## config.mk

```make
export PLATFORM = sky130hd
export DESIGN_NAME = cfg_snoop_regs
export DESIGN_NICKNAME = d
export VERILOG_FILES = /design/src/rtl/cfg_snoop_regs.sv
export SDC_FILE = /design/constraint.sdc
export NUM_CORES = 1
export LEC_CHECK = 0
export ABC_AREA = 1
export BUFFER_PORTS_ARGS = -buffer_cell sky130_fd_sc_hd__buf_4
export CAP_MARGIN = 10
export CORE_UTILIZATION = 50
export DETAILED_ROUTE_END_ITERATION = 8
export PLACE_DENSITY = 0.73
export SLEW_MARGIN = 10
export SYNTH_ARGS = -nofsm -noshare
export SYNTH_HDL_FRONTEND = slang
export SYNTH_SLANG_ARGS = --single-unit
```

## constraint.sdc

```tcl
create_clock -name clk -period 3.4 [get_ports clk]
set_input_delay 0.34 -clock clk [delete_from_list [all_inputs] [get_ports clk]]
set_output_delay 0.34 -clock clk [all_outputs]
set_load 0.03 [all_outputs]
```

## src/rtl/cfg_snoop_regs.sv

```systemverilog
module cfg_snoop_regs #(
  parameter int BASE  = 64,
  parameter int NREGS = 16
) (
  input  logic        clk,
  input  logic        rst_n,
  input  logic        rd_pulse,
  input  logic        wr_pulse,
  input  logic [9:0]  reg_num,
  input  logic [7:0]  func_num,
  input  logic [31:0] wr_data,
  input  logic [3:0]  wr_data_par,
  input  logic [3:0]  wr_be,
  input  logic        wr_be_par,
  output logic [31:0] rd_data,
  output logic [3:0]  rd_data_par,
  output logic        rd_valid,
  output logic        par_err
);
  localparam int IW   = NREGS > 1 ? $clog2(NREGS) : 1;
  localparam int LAST = BASE + NREGS - 1;

  logic [31:0]   regs [NREGS];
  logic [IW-1:0] idx;
  logic          hit, data_ok, be_ok, wr_ok;

  assign idx   = IW'(reg_num - 10'(BASE));
  assign hit   = (func_num == 8'd0) && (int'(reg_num) >= BASE) && (int'(reg_num) <= LAST);
  assign be_ok = (^wr_be) == wr_be_par;
  assign wr_ok = data_ok && be_ok;

  always_comb begin
    data_ok = 1'b1;
    for (int b = 0; b < 4; b++)
      if ((^wr_data[8*b +: 8]) != wr_data_par[b]) data_ok = 1'b0;
  end

  always_comb
    for (int b = 0; b < 4; b++) rd_data_par[b] = ^rd_data[8*b +: 8];

  always_ff @(posedge clk) begin
    if (!rst_n) begin
      rd_valid <= 1'b0;
      rd_data  <= '0;
      par_err  <= 1'b0;
      for (int i = 0; i < NREGS; i++) regs[i] <= '0;
    end else begin
      rd_valid <= 1'b0;
      rd_data  <= '0;
      if (wr_pulse && !wr_ok) par_err <= 1'b1;
      if (wr_pulse && wr_ok && hit)
        for (int b = 0; b < 4; b++)
          if (wr_be[b]) regs[idx][8*b +: 8] <= wr_data[8*b +: 8];
      if (rd_pulse && !wr_pulse && hit) begin
        rd_valid <= 1'b1;
        rd_data  <= regs[idx];
      end
    end
  end
endmodule

```

* Yosys cells after proc, flatten, opt, wreduce, memory -nomap -nowiden *
Memory sizes are Yosys's and may differ from the RTL's. A register that Yosys moved wholly into a read port is not among the register bits.
Index checks and enable logic that the tools add are counted.

operators by class
  $add $sub $neg = 1
  magnitude comparators = 2
  eq/ne operators = 5
  mux-type cells = 25
  reductions and logical operators = 23

operators by type and width
  cell                 number
  $reduce_xor 8->1     8
  $mux 32              1
  $reduce_or 32->1     1
  $mux 1               22
  $ge 10x7->1 const B  1
  $le 10x7->1 const B  1
  $logic_and 1x1->1    8
  $logic_not 8->1      1
  $mux 4               2
  $ne 1x1->1           4
  $reduce_xor 4->1     1
  $sub 4x1->4 const B  1
  $logic_not 1->1      3
  $reduce_and 2->1     1
  $eq 1x1->1           1

word-level totals
  register bits = 2
  memory bits (writable) = 512
  output and inout port bits = 38
  memories = 1

memory list
  name  words  width  rd ports  clocked after Yosys merged registers in  wr ports  line  RTL
  regs  16     32     1         1                                        16        23    logic [31:0] regs [NREGS];

* Logic depth before layout (Yosys ltp) *
Gate-level depths: netlist of the first run.

  depth after elaboration = 14
  mapped depth = 14
  depth with buffers taken out = 13

* Worst setup path after synthesis of the first run *
Ideal clock, no wire load.

  kind = in2reg
  start = input port reg_num[7]
  end = memory regs[11][0] (enable)
  setup time = 0.329 ns
  arrival = 2.037 ns
  data required time = 3.071 ns
  path slack = 1.034 ns
  stages on the path = 6
  cell sequence = nor4_1 -> nand4_1 -> nor2_2 -> clkbuf_4 -> nand4_4 -> nand2_1

RTL lines
  element          line  RTL
  start, declared  9     input logic [9:0] reg_num,
  end, declared    23

==> results by group, run 1 <==
Status
  • Status: finished, final reports clean

Final layout
  • Fillers: 3972
  • Share of cells above drive strength 1: ~17%
  • Nets@finish: roughly 2400
  • Final instance area: roughly 28000 sq um
  • Post-layout utilization of the core: just under 60%
  • Synth-to-layout area growth: 13.1%

Drt
  • DR WL met2: around 32 mm
  • Final ANT Viol Nets: 0
  • DRT iter0 DRCs: 2182
  • Met1 wire length: 25.0 mm
  • Avg WL per Cell: 22.0 um
  • Total Routed Length: 66.6 mm
  • Post-route DRC: 0
  • Drt pass-1 iters: 6
  • Vias per inst: between 5 and 6
  • Vias: 18100
  • Routed wl met3: 7.24 mm
  • Uppermost layer routed: met4

Clock tree
  • Number of buffers created by CTS: 53
  • Root Buffer: clkbuf_16
  • Post-CTS Resized: 0
  • Clk pin slew, worst setup/hold paths: 0.06 ns
  • Total clock sinks: 546
  • CTS tree: yes
  • Post-CTS Setup Bufs: 0
  • H-tree levels: 2
  • Max Root-Sink Buffers: 3
  • Clk_lat worst skew: 0.61 ns

Synthesis
  • Largest family of logic cells by synthesized area: simple AND/OR/NAND/NOR gates
  • Synth Area per Inst: 11.3 sq um
  • Mapped Nets: roughly 2300
  • Cells after Synth: 2232
  • Synth area leader: edfxtp_1
  • Seq cells post-synth: 546
  • Synth warnings: 0
  • XOR/XNOR share of the synthesized area: 1.43%
  • Post-Synth Simple-Gate Area: roughly a quarter
  • Leading post-synthesis cells by cell area: edfxtp_1 (61%), nand3_1 (7.5%), nor2_1 (7.2%)
  • Most common cell in the netlist: edfxtp_1
  • Cell variety after synth: 34
  • EDFF count, synth: between 500 and 600
  • Post-Syn Area: approximately 25000 sq um
  • Synth top area share: 61.1%
  • Top_reg_cell synth: edfxtp_1
  • Synth Area in Adders: 0%
  • Most instantiated cells after synthesis: edfxtp_1 (512), nor2_1 (483), nand3_1 (377)
  • Post-synthesis compound-gate area fraction: 5.65%
  • Mux cell area share after synthesis: 0%
  • FFs w/ async S/R, synth: 0%
  • Sequential share of the synthesized area: 63.8%

Setup path
  • R2r startpoint: regs[8][6]
  • CP Buf/Inv Count: 4
  • Number of cells on the worst reg-to-reg path: 4
  • Worst-path fanout max: 12
  • Worst Setup End Kind: flop
  • Critical path's most frequent cell: nand2_1
  • Largest stage delay, worst path: ~0.37 ns
  • Reg2Reg Capture Point: rd_data[6]
  • WS Path Type: in -> reg
  • Slowest cell on crit path: nand3_1
  • Crit path launch type: primary input
  • FF-to-FF setup slack: 1.84 ns
  • Worst Path Arrival: 2.74 ns
  • WP data required: 3.68 ns
  • Family with the most delay on the worst path: simple AND/OR/NAND/NOR gates
  • Critical path, cell by cell: buf_4, inv_2, nand2_1, nand2_1, nand2_1, nand3_1, nand3_1, nand2_1, inv_1, nand3_4, nor2_8, buf_4, nand4_4, nand2_1

Power and ir drop
  • Leak: 10.9 nW
  • Peak VDD IR: 0.358 mV
  • PD cells: 517 nW/um^2

Placed design
  • Post-DP Area: 26800 sq um
  • HPWL after detailed placement: between 40 and 50 mm
  • PortBufs: 100
  • Worst slack at placement: 0.339 ns
  • GPL Wtd Cong: around 0.9

Min path
  • Worst Hold Path EP: rd_valid
  • Worst Hold Class: in -> reg
  • Hold path depth: 4
  • Hold path start: wr_pulse

Floorplan
  • Die W: 226 um
  • IO Count: ~100
  • Core Area: approximately 50000 sq um
  • DIE HEIGHT: 226 um
  • Initial Utilization: 51.1%
  • Rows: approximately 80
  • Full die area: around 50000 sq um

Timing
  • RSZ-0062 raised after global routing: false
  • Final Hold Viols: 0
  • Max-slew violation count: 0
  • Period utilization: between 70% and 80%
  • Endpoints failing setup: 0
  • Worst setup margin: slightly above 0.9 ns
  • Max-slew headroom: 41.4%
  • Peak Freq: 405 MHz
  • Tightest Pin Transition: 0.878 ns
  • Layout Skew: between 0.02 and 0.025 ns
  • Final min period: approximately 2.5 ns
  • Setup TNS: 0 ns

Global routing
  • Vias in the first global route: 17400
  • Global-route wire length before repair: 101 mm
  • Largest net degree at the start of global routing: 129
  • Total grt overflow: 0
  • GRT Total Usage: 26.5%
  • Initial antenna violation count: 1

Flow run
  • Max_cap viols: 0
## layout make-up
class                   count  area, sq um  share of cell area (%)
well taps                 664          831                    2.92
multi-input cells        1474         8200                    28.8
clock buffers              73         1460                    5.15
inverters                  59          224                   0.787
diodes                      1         2.50                 0.00880
clock inverters            25          224                   0.787
flip-flops and latches    546        16100                    56.4
repair buffers            180         1450                    5.09
## worst max-delay path by stage
stage                      startpoint          end  depth (start not counted)
after CTS                 wr_data[27]  regs[1][14]                         14
after detailed placement  wr_data[27]  regs[1][11]                         14
after global routing      wr_data[27]   regs[0][8]                         14
after global placement    wr_data[27]  regs[1][11]                         14
after floorplan            reg_num[7]  regs[11][0]                          6
final                     wr_data[27]  regs[1][14]                         14
## worst register-to-register path: stages (launching register included)
cell	delay (ns)
edfxtp_1	0.37
a22oi_1	0.26
a31oi_1	0.16
a211oi_1	0.40
a21oi_1	0.22
## state kept, by name (all words and copies together), names as in the netlist
name and flops:
regs 512, rd_data 32, rd_valid 1, par_err 1
## cell families (layout without fill, tap and decap cells)
kind of cell,Yosys count,count (layout)
buf+inv,212,337
xor+xnor,41,41
simple gates,1240,1240
other cells,0,1
flops,546,546
compound gates,193,193
## metrics by stage
stage | instances | hold WS (ns) | power, mW
after floorplan | 2232 | 0.496 | 8.57
after global placement | 2922 | 0.456 | 9.01
after detailed placement | 2922 | 0.465 | 9.04
after CTS | 3021 | 0.0690 | 14.7
after global routing | 3022 | 0.100 | 15.1
final | 3022 | 0.0868 | 14.7
## layer usage
layer,global-route usage (%),up-vias
li1,-,8184
met1,34.2,8685
met2,43.3,1083
met3,5.86,149
met4,11.0,0
met5,0,-
## cells in the final DEF, fill, tap and decap left out, types with 9 or more instances in the layout
cell type    n
edfxtp_1   512
a211oi_1    10
nand2_1    252
nor2_2      54
xor2_1       9
a22oi_1    128
xnor2_1     32
a21oi_1     10
nand3_1    377
nand4_4     60
dfxtp_1     34
clkinv_1    24
a31oi_1     20
clkinv_2    10
clkbuf_16   55
inv_2       17
clkbuf_1    16
inv_1       25
nor2_1     481
buf_4      171
a41oi_1     22
## power by group
part           leakage [nW]  switching, mW  internal, mW
clock network         0.824           2.48          3.31
logic                  4.93          0.873         0.306
registers              5.13          0.107          7.64
## repair_timing
action / in CTS / in global routing
hold endpoints to repair: 1 / 0
setup endpoints to repair: 0 / 0
hold buffers: 1 / 0
Note: power is estimated with default switching activity, not from simulation.
==> run 2, diff against run 1 <==
--- a/config.mk
+++ b/config.mk
@@ -5,7 +5,7 @@
 export SDC_FILE = /design/constraint.sdc
 export NUM_CORES = 1
 export LEC_CHECK = 0
-export ABC_AREA = 1
+export ABC_AREA = 0
 export BUFFER_PORTS_ARGS = -buffer_cell sky130_fd_sc_hd__buf_4
 export CAP_MARGIN = 10
 export CORE_UTILIZATION = 50
==> constraint.sdc (replaced) <==
create_clock -name clk -period 2.6 [get_ports clk]
set_input_delay 0.26 -clock clk [delete_from_list [all_inputs] [get_ports clk]]
set_output_delay 0.26 -clock clk [all_outputs]
set_load 0.03 [all_outputs]
==> run 2 against run 1 <==
Effect of this change:
- critical path depth fell by 3
- count of clock-buffer cells in the layout fell by 8
- non-clock buffer count rose by 85
- die area fell by 2.7%
==> results by group, run 2 <==
Status
  • Status: finished, final reports clean

Clock tree
  • Post-CTS Resized: 0 (unchanged)
  • CTS tree: yes
  • Root Buffer: clkbuf_16
  • Post-CTS Setup Bufs: 0 (unchanged)
  • Number of buffers created by CTS: 56 (+5.7%)
  • Clk pin slew, worst setup/hold paths: 0.06 ns (about the same)
  • Max Root-Sink Buffers: 3 (unchanged)
  • Clk_lat worst skew: 0.61 ns (about the same)
  • Hold Buf Count CTS: 0 (-1)
  • Total clock sinks: 546 (unchanged)
  • H-tree levels: 2 (unchanged)

Global routing
  • GRT Total Usage: 27.0% (+0.45 points)
  • Global-route wire length before repair: 99.4 mm (-1.6%)
  • Vias in the first global route: 16200 (-6.6%)
  • Total grt overflow: 0 (unchanged)
  • Largest net degree at the start of global routing: 66 (-49%)
  • Initial antenna violation count: 0 (-1)

Synthesis
  • Top_reg_cell synth: edfxtp_1
  • FFs w/ async S/R, synth: 0% (unchanged)
  • Cells after Synth: 1721 (-23%)
  • Leading post-synthesis cells by cell area: edfxtp_1 (63%), mux4_2 (15%), nor2_1 (5.9%)
  • Seq cells post-synth: 546 (unchanged)
  • EDFF count, synth: 512 (unchanged)
  • Synth warnings: 0 (unchanged)
  • Mapped Nets: 1784 (-22%)
  • Most instantiated cells after synthesis: edfxtp_1 (512), nor2_1 (385), mux4_2 (160)
  • Synth top area share: 62.8% (+1.7 points)
  • Synth Area per Inst: 14.2 sq um (+26%)
  • Most common cell in the netlist: edfxtp_1
  • Synth area leader: edfxtp_1
  • Cell variety after synth: 28 (-18%)
  • Sequential share of the synthesized area: 65.6% (+1.8 points)
  • Post-Syn Area: 24500 sq um (-2.7%)

Setup path
  • WS Path Type: in -> reg
  • WP data required: 2.90 ns (-0.78 ns)
  • Worst Path Arrival: 2.54 ns (-0.20 ns)
  • Worst-path fanout max: 12 (unchanged)
  • Worst Setup End Kind: flop
  • Crit path launch type: primary input

Final layout
  • Antenna diode count: 0 (-1)
  • Biggest register: regs
  • Post-layout utilization of the core: 59.7% (+1.9 points)
  • Synth-to-layout area growth: 17.1%
  • Commonest cells after routing, fill and taps aside: edfxtp_1 (512), nor2_1 (384), buf_4 (233)
  • Layout Cells excl Fill: 2545 (-16%)
  • Nets@finish: 1952 (-18%)
  • Fillers: 3619 (-8.9%)
  • Final instance area: 28700 sq um (+0.76%)
  • Largest registers: regs x512, rd_data x32
  • Share of cells above drive strength 1: 26.2% (+9.4 points)
  • Commonest non-fill, non-tap cell in the layout: edfxtp_1
  • Max reg flops: 512 (unchanged)

Drt
  • Post-route DRC: 0 (unchanged)
  • Drt pass-1 iters: 6 (unchanged)
  • DRT iter0 DRCs: 1996 (-8.5%)
  • Avg WL per Cell: 25.9 um (+18%)
  • Vias: 15900 (-12%)
  • Vias per inst: 6.26 (+4.5%)
  • Total Routed Length: 66.0 mm (-0.83%)
  • Final ANT Viol Nets: 0 (unchanged)

Floorplan
  • Initial Utilization: 50.9% (-0.13 points)
  • IO Count: 101 (unchanged)
  • Core Area: 48000 sq um (-2.5%)
  • Rows: 80 (-1.2%)
  • Full die area: 49800 sq um (-2.7%)
  • Die W: 223 um (-1.4%)
  • DIE HEIGHT: 223 um (-1.4%)

Power and ir drop
  • Final Power: 19.4 mW (+32%)
  • Peak VDD IR: 0.411 mV (+15%)
  • PD cells: 677 nW/um^2 (+31%)
  • Leak: 9.13 nW (-16%)

Timing
  • Max-slew violation count: 0 (unchanged)
  • Final Hold Viols: 0 (unchanged)
  • Max-slew headroom: 48.2% (+6.8 points)
  • Endpoints failing setup: 0 (unchanged)
  • Peak Freq: 446 MHz
  • Final min period: between 2 and 2.5 ns
  • RSZ-0062 raised after global routing: false
  • Tightest Pin Transition: 0.777 ns (-0.101 ns)
  • Period utilization: between 80 and 90%
  • Layout Skew: 0.0159 ns (-0.00442 ns)
  • Setup TNS: 0 ns (unchanged)

Placed design
  • Post-DP Area: 27000 sq um (+0.93%)
  • HPWL after detailed placement: 41.8 mm (-3.3%)
  • GPL Wtd Cong: 0.854 (-5.2%)
  • PortBufs: 100 (unchanged)
  • Placed insts: 2446 (-16%)

Flow run
  • Max_cap viols: 0 (unchanged)

Min path
  • Worst Hold Class: in -> reg
[run 2: cell types whose count changed in the layout (fill, tap and decap cells not counted), moves of 53 or more]
cell | previous run | this run
mux4_2 | 0 | 160
nand4_4 | 60 | 1
nor3_1 | 0 | 133
nor2_2 | 54 | 1
a22oi_1 | 128 | 0
nand2_1 | 252 | 22
nand3_1 | 377 | 128
nor2_1 | 481 | 384
buf_4 | 171 | 233
[run 2: worst max-delay path, stage by stage]
cell and delay [ns]:
buf_4 0.12, xnor2_1 0.24, buf_4 0.16, xnor3_1 0.33, xnor2_1 0.19, nor3_4 0.23, buf_12 0.16, nand4_1 0.08
buf_4 0.18, o21ai_0 0.31, buf_4 0.26
[run 2: metrics by stage]
stage | setup slack (ns) | hold slack [ns]
after detailed placement | -0.297 | 0.613
after global placement | -0.321 | 0.594
final | 0.359 | 0.0972
after CTS | 0.294 | 0.0822
after floorplan | -0.120 | 0.510
after global routing | 0.268 | 0.119
[run 2: worst paths after layout]
check,start,end,slack (ns),depth (start not counted)
max,wr_data[22],regs[15][6],0.36,11
max reg2reg,regs[15][17],rd_data[17],0.90,3
min reg2reg,par_err,par_err,0.62,2
min,rd_pulse,rd_data[27],0.1,4
[run 2: per-layer routing]
layer / track usage, % / up-vias / wire length, um / part of all wire (%)
met3: 5.36 / 172 / 6710 / 10
met5: 0 / - / 0 / 0
met4: 10.1 / 0 / 2460 / 3.7
met1: 35.1 / 7922 / 24000 / 36
met2: 45.0 / 1040 / 32800 / 50
li1: - / 6794 / - / -
[run 2: area by class of cell]
cell class	instances	area (sq um)	share of cell area (%)
Sequential cell	546	16100	56.0
Multi-Input combinational cell	1019	7800	27.2
Timing Repair Buffer	265	2370	8.28
Clock buffer	65	1460	5.08
Tap cell	615	769	2.68
Clock inverter	34	210	0.733
Inverter	1	3.75	0.0131
[run 2: logic make-up (layout without fill, tap and decap cells)]
| group | Yosys count | after routing | share of synthesized area [%] |
|---|---|---|---|
| compound gates | 66 | 66 | 1.35 |
| buf+inv | 156 | 365 | 2.62 |
| mux | 160 | 160 | 14.7 |
| flops | 546 | 546 | 65.6 |
| simple gates | 733 | 733 | 13.3 |
| xor+xnor | 60 | 60 | 2.37 |
[run 2: power by group]
group,internal [mW],switching [mW]
sequential,9.99,0.118
combinational,0.811,1.02
clock,4.16,3.31
==> run 3, diff against run 2 <==
==> constraint.sdc (replaced) <==
create_clock -name clk -period 2.3 [get_ports clk]
set_input_delay 0.23 -clock clk [delete_from_list [all_inputs] [get_ports clk]]
set_output_delay 0.23 -clock clk [all_outputs]
set_load 0.03 [all_outputs]
==> run 3 against run 2 <==
Effect of this change:
- global-route usage up 0.18 points
- design area rose by 5.3%
- critical path depth down 1
- highest routed layer unchanged
- sequential power rose by 13%
- critical endpoint is now regs[7][22]
- utilization increased by 3.2 points
==> results by group, run 3 (synthesized netlist as in run 2, its figures left out) <==
Drt
  • Final ANT Viol Nets: 0 (unchanged)
  • Total Routed Length: 65.9 mm (-0.16%)
  • Vias per inst: 6.29 (+0.50%)
  • DRT iter0 DRCs: 2048 (+2.6%)
  • Vias: 16100 (+1.2%)
  • Avg WL per Cell: 25.7 um (-0.82%)
  • Drt pass-1 iters: 7 (+1)
  • Post-route DRC: 0 (unchanged)

Floorplan
  • Die W: 223 um (unchanged)
  • IO Count: 101 (unchanged)
  • Full die area: 49800 sq um (unchanged)
  • Initial Utilization: 50.9% (unchanged)
  • DIE HEIGHT: 223 um (unchanged)
  • Rows: 80 (unchanged)
  • Core Area: 48000 sq um (unchanged)

Min path
  • Worst Hold Path EP: regs[0][25]
  • Hold path start: wr_data[25]
  • Hold path depth: 3 (-1)
  • Worst Hold Class: in -> reg

Clock tree
  • CTS tree: yes
  • H-tree levels: 2 (unchanged)
  • Clk pin slew, worst setup/hold paths: 0.06 ns (about the same)
  • Total clock sinks: 546 (unchanged)
  • Number of buffers created by CTS: 54 (-3.6%)
  • Post-CTS Resized: 0 (unchanged)
  • Hold Buf Count CTS: 0 (unchanged)
  • Root Buffer: clkbuf_16
  • Post-CTS Setup Bufs: 0 (unchanged)
  • Max Root-Sink Buffers: 3 (unchanged)
  • Clk_lat worst skew: 0.62 ns (about the same)

Placed design
  • Post-DP Area: 28600 sq um (+5.8%)
  • HPWL after detailed placement: 42.9 mm (+2.5%)
  • GPL Wtd Cong: 0.853 (-0.19%)
  • PortBufs: 100 (unchanged)
  • Placed insts: 2464 (+0.74%)

Timing
  • Period utilization: a little under 100%
  • Hold_ws: 0.0746 ns (-0.0225 ns)
  • Layout Skew: 0.0134 ns (-0.00250 ns)
  • Peak Freq: 444 MHz
  • Endpoints failing setup: 0 (unchanged)
  • RSZ-0062 raised after global routing: false
  • Tightest Pin Transition: 0.779 ns (+0.00239 ns)
  • Final min period: 2.25 ns
  • Setup TNS: 0 ns (unchanged)
  • Final Hold Viols: 0 (unchanged)
  • Max-slew violation count: 0 (unchanged)
  • Max-slew headroom: 47.7% (-0.53 points)

Global routing
  • GRT Total Usage: 27.1% (+0.18 points)
  • Largest net degree at the start of global routing: 66 (unchanged)
  • Initial antenna violation count: 0 (unchanged)
  • Total grt overflow: 0 (unchanged)
  • Global-route wire length before repair: 99.6 mm (+0.27%)
  • Vias in the first global route: 16100 (-0.97%)

Final layout
  • Final instance area: 30200 sq um (+5.3%)
  • Synth-to-layout area growth: 23.4%
  • Post-layout utilization of the core: 62.9% (+3.2 points)
  • Sequential cell area: 16100 sq um (unchanged)
  • Layout Cells excl Fill: 2562 (+0.67%)
  • Antenna diode count: 0 (unchanged)
  • Commonest non-fill, non-tap cell in the layout: edfxtp_1
  • Fillers: 3428 (-5.3%)
  • Max reg flops: 512 (unchanged)
  • Share of cells above drive strength 1: 29.7% (+3.5 points)
  • Largest registers: regs x512, rd_data x32
  • Nets@finish: 1968 (+0.82%)
  • Biggest register: regs
  • Commonest cells after routing, fill and taps aside: edfxtp_1 (512), nor2_1 (383), buf_4 (179)
  • Multi-input logic area: 8320 sq um (+6.7%)

Status
  • Status: finished, final reports clean

Power and ir drop
  • Peak VDD IR: 0.518 mV (+26%)
  • Leak: 9.65 nW (+5.8%)
  • Clk pwr share: 37.7% (-0.8 points)
  • Switching share of total power: 22.9% (-0.026 points)
  • PD cells: 732 nW/um^2 (+8.1%)
  • Net switching power figure: 5.05 mW (+14%)
  • Combinational Power Share: 10.6% (+1.2 points)
  • Internal power: 17.0 mW (+14%)
  • Flop pwr share: 51.7% (-0.4 points)

Setup path
  • Crit path launch type: primary input
  • Number of cells on the worst reg-to-reg path: 3 (unchanged)
  • FF-to-FF setup slack: 0.57 ns (-0.33 ns)
  • Worst Path Arrival: 2.60 ns (+0.06 ns)
  • Reg2Reg Capture Point: rd_data[25]
  • WS Path Type: in -> reg
  • R2r startpoint: regs[11][25]
  • WP data required: 2.65 ns (-0.25 ns)
  • Worst Setup End Kind: flop
  • Worst-path fanout max: 10 (-2)

Flow run
  • Max_cap viols: 0 (unchanged)
==> run 3: layout make-up <==
type,instances,share of cell area (%)
Clock inverter,32,0.796
Timing Repair Buffer,283,11.3
Multi-Input combinational cell,1019,27.6
Clock buffer,66,4.62
Sequential cell,546,53.2
Tap cell,615,2.55
Inverter,1,0.0124
==> run 3: layer usage <==
metal	track usage, %	routed length [um]	vias up
li1	-	-	6838
met1	36.2	24000	8052
met2	44.8	33000	1076
met3	4.44	6720	148
met4	10.7	2170	0
met5	0	0	-
==> run 3: power by group through the flow <==
stage / sequential [mW] / clock, mW / combinational, mW
2_1_floorplan: 11.6 / 0 / 1.24
3_3_place_gp: 11.6 / 0 / 2.30
3_5_place_dp: 11.6 / 0 / 2.32
4_1_cts: 11.4 / 8.39 / 2.33
5_1_grt: 11.5 / 8.75 / 2.43
6_report: 11.4 / 8.34 / 2.34
==> run 3: worst max-delay path by stage <==
stage,start,cells past startpoint,slack (ns),end
3_3_place_gp,wr_data[18],10,-0.47,regs[7][17]
2_1_floorplan,wr_data[2],7,-0.15,regs[0][0]
4_1_cts,wr_data[18],10,0.1,regs[7][22]
3_5_place_dp,wr_data[18],10,-0.53,regs[7][22]
6_report,wr_data[18],10,0.05,regs[7][22]
5_1_grt,wr_data[18],10,0.004,regs[15][20]
==> run 3: stage by stage <==
stage | power, mW | setup WS [ns]
floorplan | 12.8 | -0.150
global placement | 13.9 | -0.469
detailed placement | 13.9 | -0.526
CTS | 22.1 | 0.0974
global route | 22.6 | 0.00355
finish | 22.1 | 0.0497
==> run 3: critical path, cell delays in order <==
cell	delay, ns
buf_4	0.12
xnor2_1	0.16
xnor3_1	0.47
xnor2_1	0.64
nor3_4	0.09
buf_12	0.18
nand4_1	0.17
buf_4	0.26
buf_4	0.20
nor2_1	0.07
